`src/rtl/cpu_bus_owner_pkg.sv`:
```
package cpu_bus_owner_pkg;

  typedef enum logic [1:0] {
    ST_RESET    = 2'd0,
    ST_RESET_ACQ = 2'd1,
    ST_RUN      = 2'd2,
    ST_RUN_ACQ  = 2'd3
  } busState_t;

  typedef enum logic [2:0] {
    CMD_RESET   = 3'd0,
    CMD_REQUEST = 3'd1,
    CMD_RELEASE = 3'd2,
    CMD_RUN     = 3'd3,
    CMD_RESTART = 3'd4,
    CMD_MCYCLE  = 3'd5
  } busCmd_t;

  // strobes from control to datapath
  typedef struct packed {
    logic capturePol;
    logic setReq;
    logic clrReq;
    logic setRst;
    logic clrRst;
    logic setOe;
    logic clrOe;
    logic loadPulse;
    logic loadRun;
    logic loadTimeout;
  } dpCtl_t;

endpackage

```
`src/rtl/cpu_bus_owner_dp.sv`:
```
module cpu_bus_owner_dp
  import cpu_bus_owner_pkg::*;
#(
  parameter int PULSE_CYC     = 500,
  parameter int RUN_CYC       = 1000000,
  parameter int TICK_CYC      = 5000000,
  parameter int TIMEOUT_TICKS = 20
) (
  input  logic   clk,
  input  logic   rstN,
  input  dpCtl_t ctl,
  input  logic   rstSense,
  output logic   busReqN,
  output logic   rstDrive,
  output logic   rstOe,
  output logic   addrOe,
  output logic   delayDone,
  output logic   timeoutDone
);

  localparam int MAX_DLY = (PULSE_CYC > RUN_CYC) ? PULSE_CYC : RUN_CYC;
  localparam int DLY_W   = $clog2(MAX_DLY + 1);
  localparam int PRE_W   = $clog2(TICK_CYC + 1);
  localparam int TO_W    = $clog2(TIMEOUT_TICKS + 1);

  logic             reqOn, rstOn, oeOn, polReg, polKnown;
  logic [DLY_W-1:0] dlyCnt;
  logic [PRE_W-1:0] preCnt;
  logic [TO_W-1:0]  toCnt;
  logic             tick;

  assign tick = (preCnt == PRE_W'(TICK_CYC - 1));

  always_ff @(posedge clk or negedge rstN) begin
    if (!rstN) begin
      reqOn    <= 1'b0;
      rstOn    <= 1'b1;
      oeOn     <= 1'b0;
      polReg   <= 1'b0;
      polKnown <= 1'b0;
    end else begin
      if (ctl.capturePol) begin
        polReg   <= rstSense;
        polKnown <= 1'b1;
      end
      if (ctl.setReq)      reqOn <= 1'b1;
      else if (ctl.clrReq) reqOn <= 1'b0;
      if (ctl.setRst)      rstOn <= 1'b1;
      else if (ctl.clrRst) rstOn <= 1'b0;
      if (ctl.setOe)       oeOn  <= 1'b1;
      else if (ctl.clrOe)  oeOn  <= 1'b0;
    end
  end

  // one down-counter serves both the reset pulse and the run delay
  always_ff @(posedge clk or negedge rstN) begin
    if (!rstN)                dlyCnt <= '0;
    else if (ctl.loadPulse)   dlyCnt <= DLY_W'(PULSE_CYC - 1);
    else if (ctl.loadRun)     dlyCnt <= DLY_W'(RUN_CYC - 1);
    else if (dlyCnt != '0)    dlyCnt <= dlyCnt - 1'b1;
  end

  // free-running slow timebase, timeout counted in its ticks
  always_ff @(posedge clk or negedge rstN) begin
    if (!rstN)     preCnt <= '0;
    else if (tick) preCnt <= '0;
    else           preCnt <= preCnt + 1'b1;
  end

  always_ff @(posedge clk or negedge rstN) begin
    if (!rstN)                     toCnt <= '0;
    else if (ctl.loadTimeout)      toCnt <= TO_W'(TIMEOUT_TICKS);
    else if (tick && toCnt != '0)  toCnt <= toCnt - 1'b1;
  end

  assign delayDone   = (dlyCnt == '0);
  assign timeoutDone = (toCnt == '0);
  assign busReqN     = ~reqOn;
  assign rstDrive    = rstOn ? polReg : ~polReg;
  assign rstOe       = polKnown;
  assign addrOe      = oeOn;

endmodule

```
`src/rtl/cpu_bus_owner_ctrl.sv`:
```
module cpu_bus_owner_ctrl
  import cpu_bus_owner_pkg::*;
(
  input  logic       clk,
  input  logic       rstN,
  input  logic       cmdValid,
  input  logic [2:0] cmdCode,
  input  logic       ackN,
  input  logic       delayDone,
  input  logic       timeoutDone,
  output dpCtl_t     ctl,
  output logic [1:0] busState,
  output logic       busy
);

  typedef enum logic [2:0] {
    PH_INIT, PH_IDLE, PH_HOLD, PH_FREE, PH_PULSE, PH_RUNDLY, PH_GRANT, PH_MCFREE
  } phase_t;

  phase_t    phReg, phNext;
  busState_t stReg, stNext, tgtReg, tgtNext;
  logic      reOeReg, reOeNext;

  always_comb begin
    ctl      = '0;
    phNext   = phReg;
    stNext   = stReg;
    tgtNext  = tgtReg;
    reOeNext = reOeReg;
    case (phReg)
      PH_INIT: begin
        ctl.capturePol = 1'b1;
        phNext = PH_IDLE;
      end
      PH_IDLE: if (cmdValid) begin
        case (cmdCode)
          CMD_RESET: begin
            ctl.clrOe = 1'b1; ctl.setRst = 1'b1; ctl.loadPulse = 1'b1;
            tgtNext = ST_RESET; phNext = PH_HOLD;
          end
          CMD_REQUEST: if (!stReg[0]) begin
            ctl.setReq = 1'b1; ctl.loadTimeout = 1'b1;
            ctl.clrRst = (stReg == ST_RESET);
            phNext = PH_GRANT;
          end
          CMD_RELEASE: begin
            if (stReg == ST_RESET_ACQ) begin
              ctl.clrOe = 1'b1; ctl.setRst = 1'b1; ctl.loadPulse = 1'b1;
              tgtNext = ST_RESET; phNext = PH_HOLD;
            end else if (stReg == ST_RUN_ACQ) begin
              ctl.clrOe = 1'b1; ctl.clrReq = 1'b1; ctl.loadTimeout = 1'b1;
              tgtNext = ST_RUN; phNext = PH_FREE;
            end
          end
          CMD_RUN: begin
            if (stReg == ST_RESET) begin
              ctl.loadRun = 1'b1; phNext = PH_RUNDLY;
            end else if (stReg == ST_RESET_ACQ) begin
              ctl.clrOe = 1'b1; ctl.setRst = 1'b1; ctl.loadPulse = 1'b1;
              tgtNext = ST_RUN_ACQ; reOeNext = 1'b1; phNext = PH_PULSE;
            end
          end
          CMD_RESTART: if (stReg[1]) begin
            ctl.setRst = 1'b1; ctl.loadPulse = 1'b1;
            tgtNext = stReg; reOeNext = 1'b0; phNext = PH_PULSE;
          end
          CMD_MCYCLE: if (stReg == ST_RUN_ACQ) begin
            ctl.clrOe = 1'b1; ctl.clrReq = 1'b1; ctl.loadTimeout = 1'b1;
            phNext = PH_MCFREE;
          end
          default: ;
        endcase
      end
      PH_HOLD: if (delayDone) begin
        ctl.clrReq = 1'b1; ctl.loadTimeout = 1'b1;
        phNext = PH_FREE;
      end
      PH_FREE: if (ackN || timeoutDone) begin
        stNext = tgtReg; phNext = PH_IDLE;
      end
      PH_PULSE: if (delayDone) begin
        ctl.clrRst = 1'b1; ctl.setOe = reOeReg;
        stNext = tgtReg; phNext = PH_IDLE;
      end
      PH_RUNDLY: if (delayDone) begin
        ctl.clrRst = 1'b1; stNext = ST_RUN; phNext = PH_IDLE;
      end
      PH_GRANT: begin
        if (!ackN) begin
          ctl.setOe = 1'b1;
          stNext = busState_t'({stReg[1], 1'b1});
          phNext = PH_IDLE;
        end else if (timeoutDone) begin
          ctl.clrReq = 1'b1;
          ctl.setRst = (stReg == ST_RESET);
          stNext = busState_t'({stReg[1], 1'b0});
          phNext = PH_IDLE;
        end
      end
      PH_MCFREE: begin
        if (ackN) begin
          ctl.setReq = 1'b1; ctl.loadTimeout = 1'b1; phNext = PH_GRANT;
        end else if (timeoutDone) begin
          ctl.setReq = 1'b1; ctl.setOe = 1'b1; phNext = PH_IDLE;
        end
      end
      default: phNext = PH_IDLE;
    endcase
  end

  always_ff @(posedge clk or negedge rstN) begin
    if (!rstN) begin
      phReg   <= PH_INIT;
      stReg   <= ST_RESET;
      tgtReg  <= ST_RESET;
      reOeReg <= 1'b0;
    end else begin
      phReg   <= phNext;
      stReg   <= stNext;
      tgtReg  <= tgtNext;
      reOeReg <= reOeNext;
    end
  end

  assign busState = stReg;
  assign busy     = (phReg != PH_IDLE);

endmodule

```
`src/rtl/cpu_bus_owner.sv`:
```
module cpu_bus_owner
  import cpu_bus_owner_pkg::*;
#(
  parameter int CLK_HZ        = 50000000,
  parameter int PULSE_US      = 10,
  parameter int RUN_US        = 20000,
  parameter int TICK_HZ       = 10,
  parameter int TIMEOUT_TICKS = 20
) (
  input  logic       clk,
  input  logic       rstN,
  input  logic       cmdValid,
  input  logic [2:0] cmdCode,
  input  logic       ackN,
  input  logic       rstSense,
  output logic       busReqN,
  output logic       rstDrive,
  output logic       rstOe,
  output logic       addrOe,
  output logic [1:0] busState,
  output logic       acquired,
  output logic       busy
);

  localparam int CYC_PER_US = CLK_HZ / 1000000;
  localparam int PULSE_CYC  = CYC_PER_US * PULSE_US;
  localparam int RUN_CYC    = CYC_PER_US * RUN_US;
  localparam int TICK_CYC   = CLK_HZ / TICK_HZ;

  dpCtl_t ctl;
  logic   delayDone, timeoutDone;

  cpu_bus_owner_ctrl u_ctrl (
    .clk(clk), .rstN(rstN), .cmdValid(cmdValid), .cmdCode(cmdCode),
    .ackN(ackN), .delayDone(delayDone), .timeoutDone(timeoutDone),
    .ctl(ctl), .busState(busState), .busy(busy)
  );

  cpu_bus_owner_dp #(
    .PULSE_CYC(PULSE_CYC), .RUN_CYC(RUN_CYC),
    .TICK_CYC(TICK_CYC), .TIMEOUT_TICKS(TIMEOUT_TICKS)
  ) u_dp (
    .clk(clk), .rstN(rstN), .ctl(ctl), .rstSense(rstSense),
    .busReqN(busReqN), .rstDrive(rstDrive), .rstOe(rstOe), .addrOe(addrOe),
    .delayDone(delayDone), .timeoutDone(timeoutDone)
  );

  assign acquired = busState[0];

endmodule

```
`config.mk`:
```
export PLATFORM = sky130hd
export DESIGN_NAME = cpu_bus_owner
export DESIGN_NICKNAME = d
export VERILOG_FILES = /design/src/rtl/cpu_bus_owner_pkg.sv /design/src/rtl/cpu_bus_owner_dp.sv /design/src/rtl/cpu_bus_owner_ctrl.sv /design/src/rtl/cpu_bus_owner.sv
export SDC_FILE = /design/constraint.sdc
export NUM_CORES = 1
export LEC_CHECK = 0
export BUFFER_PORTS_ARGS = -buffer_cell sky130_fd_sc_hd__buf_2
export CORE_AREA = 2 2 88 90
export DETAILED_ROUTE_END_ITERATION = 6
export DIE_AREA = 0 0 90 92
export GPL_TIMING_DRIVEN = 0
export PLACE_DENSITY = 0.63
export SLEW_MARGIN = 20
export SYNTH_ARGS = -nofsm -noshare
export SYNTH_HDL_FRONTEND = slang
export SYNTH_HIERARCHICAL = 1
export SYNTH_SLANG_ARGS = --single-unit
```
`constraint.sdc`:
```
create_clock -name clk -period 4.2 [get_ports clk]
set_input_delay 0.42 -clock clk [delete_from_list [all_inputs] [get_ports clk]]
set_output_delay 0.42 -clock clk [all_outputs]
set_load 0.02 [all_outputs]
```
==> Implementation_results.wiki <==
{| class="wikitable"
! Metric !! Value
|-
| Proportion of synthesized flip-flops having asynchronous set or reset || 1.00
|-
| Layout overhead on the synthesized area || 13.0%
|-
| Total congestion overflow || 0
|-
| Max FO, Critical Path || 16
|-
| Part of the power in registers || 0.388
|-
| Most used DFF post-synth || sky130_fd_sc_hd__dfrtp_1
|-
| Fraction of the mapped netlist area in compound gates || 0.150
|-
| Effective utilization at floorplan || 0.476
|-
| Register area share after synthesis || 0.431
|-
| Fraction of layout instances using a drive strength above 1 || 0.148
|-
| DRC violation total after the first TritonRoute iteration || 178
|-
| Switching share of power || 0.369
|-
| Commonest cells after routing, fill and taps aside || 60 x sky130_fd_sc_hd__dfrtp_1, 38 x sky130_fd_sc_hd__nor2_1, 28 x sky130_fd_sc_hd__nand2_1
|-
| Kind of end point of the critical path || flip-flop
|-
| Antenna violations before repair || 0
|-
| Crit path DAT || 3.57 ns
|-
| Non-Filler Cell Area, Final || 4010 sq um
|-
| Number of placement rows || 32
|-
| Max IR drop VDD || 0.189 mV
|-
| Worst hold path type || in -> reg
|-
| Vias in the first global route || 2742
|-
| Setup bufs post-CTS || 0
|-
| Router iterations before antenna repair || 4
|-
| Max-capacitance violation count || 0
|-
| Top cells by area in the synthesized netlist || sky130_fd_sc_hd__dfrtp_1 42%, sky130_fd_sc_hd__nor2_1 4.0%, sky130_fd_sc_hd__xnor2_1 3.7%, sky130_fd_sc_hd__xor2_1 3.2%, sky130_fd_sc_hd__nand2_1 3.0%
|-
| Cts-stage hold buffer count || 1
|-
| Worst Tran Pin Value || 1.02 ns
|-
| Remaining design rule violation count || 0
|-
| Leak || 1.71 nW
|-
| Wire length of the first global-routing pass || 12800 um
|-
| Max-slew violation count || 0
|-
| Clock transition time at the flip-flop clock pins of the worst setup and hold paths || 0.07 ns
|-
| I/O Pins || 16
|-
| Element type at the critical path start || flip-flop
|-
| Combinational share of power || 0.366
|-
| Main combinational cell family by area after synthesis || simple AND/OR/NAND/NOR gates
|-
| Post-synth EDFFs || 0
|-
| Routed wire length || about 7500 um
|-
| Relative slew margins || 0.312
|-
| Core Region || 7450 sq um
|-
| Total global routing track utilization || 0.191
|-
| Reported net switching power || 831 uW
|-
| Diode count || 0
|-
| Global placement routability congestion || between 0.8 and 0.9
|-
| Adder-cell area share of the yosys netlist || 0.0176
|-
| Routed len/inst || ~14 um
|-
| Post-detailed-placement half-perimeter wirelength || 5250 um
|-
| Simple-gate share of the synthesized area || 0.259
|-
| CTS tree || built
|-
| Sum of internal, switching and leakage power || between 2 and 2.5 mW
|-
| Unique masters post-synth || 58
|-
| Inserted Clock Buffers || 9
|-
| Layout Skew || between 0.01 and 0.015 ns
|-
| Hold slack final || about 0.32 ns
|-
| Max Clock Freq || 300 MHz
|-
| Largest net degree at the start of global routing || 51
|-
| Total vias in the final route || 2922
|-
| Minimum period implied by the final worst setup slack || 3.34 ns
|-
| Proportion of netlist area held by the largest area contributor || 0.423
|-
| Fin Setup TNS || 0 ns
|-
| Portion of netlist area occupied by mux cells || 0.0328
|-
| Power density over cell area || 563 nW/um^2
|-
| Number of routed nets with antenna violations || 0
|-
| Synthesized net count || 400
|-
| Mean instance size in the synthesized netlist || 9.17 sq um
|-
| Setup violators final || 0
|-
| Post-layout nets || between 400 and 500
|-
| Detailed-route vias per instance || 5.60
|-
| Unrepaired setup endpoints after global routing || no
|-
| Share of the clock period used by the worst path after layout || 0.794
|-
| CTS Root Cell || sky130_fd_sc_hd__clkbuf_8
|-
| Die area || 8280 sq um
|-
| # H-tree levels || 3
|-
| Category of the critical setup timing path || reg -> reg
|-
| Clock sink total || between 60 and 70
|-
| Die X-Extent || around 90 um
|-
| Internal power summed over all cells || between 1 and 1.5 mW
|-
| Cell Area, Placed || roughly 3800 sq um
|-
| Post-Synthesis Cell Area || 3550 sq um
|-
| Cells after Synth || 387
|-
| Clock network latency to the later pin of the worst-skew pair || 0.34 ns
|-
| Share of power burned in the clock network || 0.246
|-
| Status || complete, no violations
|-
| Post-CTS sizing || 0
|-
| Xor and xnor area share after synthesis || 0.0691
|-
| Die height || 92 um
|-
| Required time of the critical path || 4.43 ns
|-
| Number of I/O port buffers || 15
|-
| Yosys top cell by area || sky130_fd_sc_hd__dfrtp_1
|-
| Register bit count reported by yosys || between 60 and 70
|-
| CTS Buffer Depth || 2
|-
| Yosys synthesis warning count || 6
|-
| Number of endpoints with negative hold slack in the final report || 0
|-
| Most frequent standard cell in the layout excluding fill and tap cells || sky130_fd_sc_hd__dfrtp_1
|}
==> cells by family after synthesis <==
family	Yosys count
fa+ha+maj	5
simple gates	170
xor+xnor	28
buf+inv	31
flops	61
compound gates	81
mux	11
==> cell usage after synthesis, drive strengths merged (4+ instances only) <==
cell type / number
clkbuf: 7
a21o: 7
a31oi: 7
nor4: 7
and3: 7
nor2b: 6
nand4: 6
nor3: 10
nand3: 16
o21ai: 19
mux2i: 6
ha: 5
buf: 10
or3: 8
and2: 5
o31ai: 6
nand3b: 6
nand2b: 9
o22ai: 4
or2: 5
or4: 5
nand2: 28
nor4b: 7
nor2: 40
xor2: 13
mux2: 5
dfrtp: 60
inv: 14
a21oi: 21
xnor2: 15
==> metal layers <==
| metal | track usage | vias to the layer above | share of wire |
|---|---|---|---|
| met5 | 0 | - | 0 |
| met4 | 0.0782 | 0 | 0.017 |
| met3 | 0.0386 | 12 | 0.033 |
| met2 | 0.293 | 53 | 0.45 |
| met1 | 0.267 | 1408 | 0.50 |
| li1 | - | 1449 | - |
==> registers in the layout (all words and copies together), names as in the netlist <==
| signal | flops |
|---|---|
| u_ctrl/busState | 2 |
| u_ctrl/phReg | 3 |
| u_ctrl/reOeReg | 1 |
| u_ctrl/tgtReg | 2 |
| u_dp/addrOe | 1 |
| u_dp/dlyCnt | 20 |
| u_dp/polReg | 1 |
| u_dp/preCnt | 23 |
| u_dp/reqOn | 1 |
| u_dp/rstOe | 1 |
| u_dp/rstOn | 1 |
| u_dp/toCnt | 5 |
==> stage by stage <==
step	setup slack, ns	util	instances
after CTS	0.869	0.537	522
after detailed placement	0.886	0.508	505
after global routing	0.678	0.538	522
after global placement	0.902	0.504	504
after floorplan	1.20	-	387
final	0.864	0.538	522
==> area by class of cell <==
class | instances | area (sq um)
Sequential cell | 61 | 1530
Inverter | 14 | 52.6
Clock inverter | 3 | 42.5
Tap cell | 102 | 128
Fill cell | 713 | 3440
Multi-Input combinational cell | 295 | 1880
Timing Repair Buffer | 17 | 115
Clock buffer | 13 | 169
Buffer | 17 | 93.8
==> critical path, stage by stage, from the launching register on <==
cell and delay, ns:
sky130_fd_sc_hd__dfrtp_1 0.40, sky130_fd_sc_hd__or4_4 0.55, sky130_fd_sc_hd__or4_1 0.46, sky130_fd_sc_hd__buf_2 0.18, sky130_fd_sc_hd__or2_1 0.28, sky130_fd_sc_hd__inv_2 0.12
sky130_fd_sc_hd__buf_6 0.19, sky130_fd_sc_hd__nor4b_1 0.25, sky130_fd_sc_hd__a21oi_1 0.10, sky130_fd_sc_hd__nand3_1 0.25, sky130_fd_sc_hd__nand2b_1 0.16, sky130_fd_sc_hd__a21oi_1 0.04
sky130_fd_sc_hd__a31o_2 0.24
==> power groups by stage <==
stage	registers [mW]	logic, mW	clock network [mW]
3_3_place_gp	0.876	0.803	0
6_report	0.874	0.825	0.555
3_5_place_dp	0.880	0.818	0
5_1_grt	0.899	0.917	0.601
2_1_floorplan	0.865	0.625	0
4_1_cts	0.872	0.822	0.569
==> worst paths after layout <==
path / start / end / slack [ns] / cells after the start
max: u_dp/dlyCnt[12]$_DFFE_PN0P_ / u_dp/toCnt[3]$_DFFE_PN0P_ / 0.86 / 12
min: rstSense / u_dp/polReg$_DFFE_PN0P_ / 0.32 / 2
max reg2reg: u_dp/dlyCnt[12]$_DFFE_PN0P_ / u_dp/toCnt[3]$_DFFE_PN0P_ / 0.86 / 12
min reg2reg: u_dp/rstOe$_DFFE_PN0P_ / u_dp/rstOe$_DFFE_PN0P_ / 0.46 / 1
max in group asynchronous: rstN / u_dp/rstOn$_DFFE_PN1P_ / 3.19 / 3
min in group asynchronous: rstN / u_dp/dlyCnt[13]$_DFFE_PN0P_ / 0.47 / 2
No activity file was read; power rests on OpenSTA's default activity.
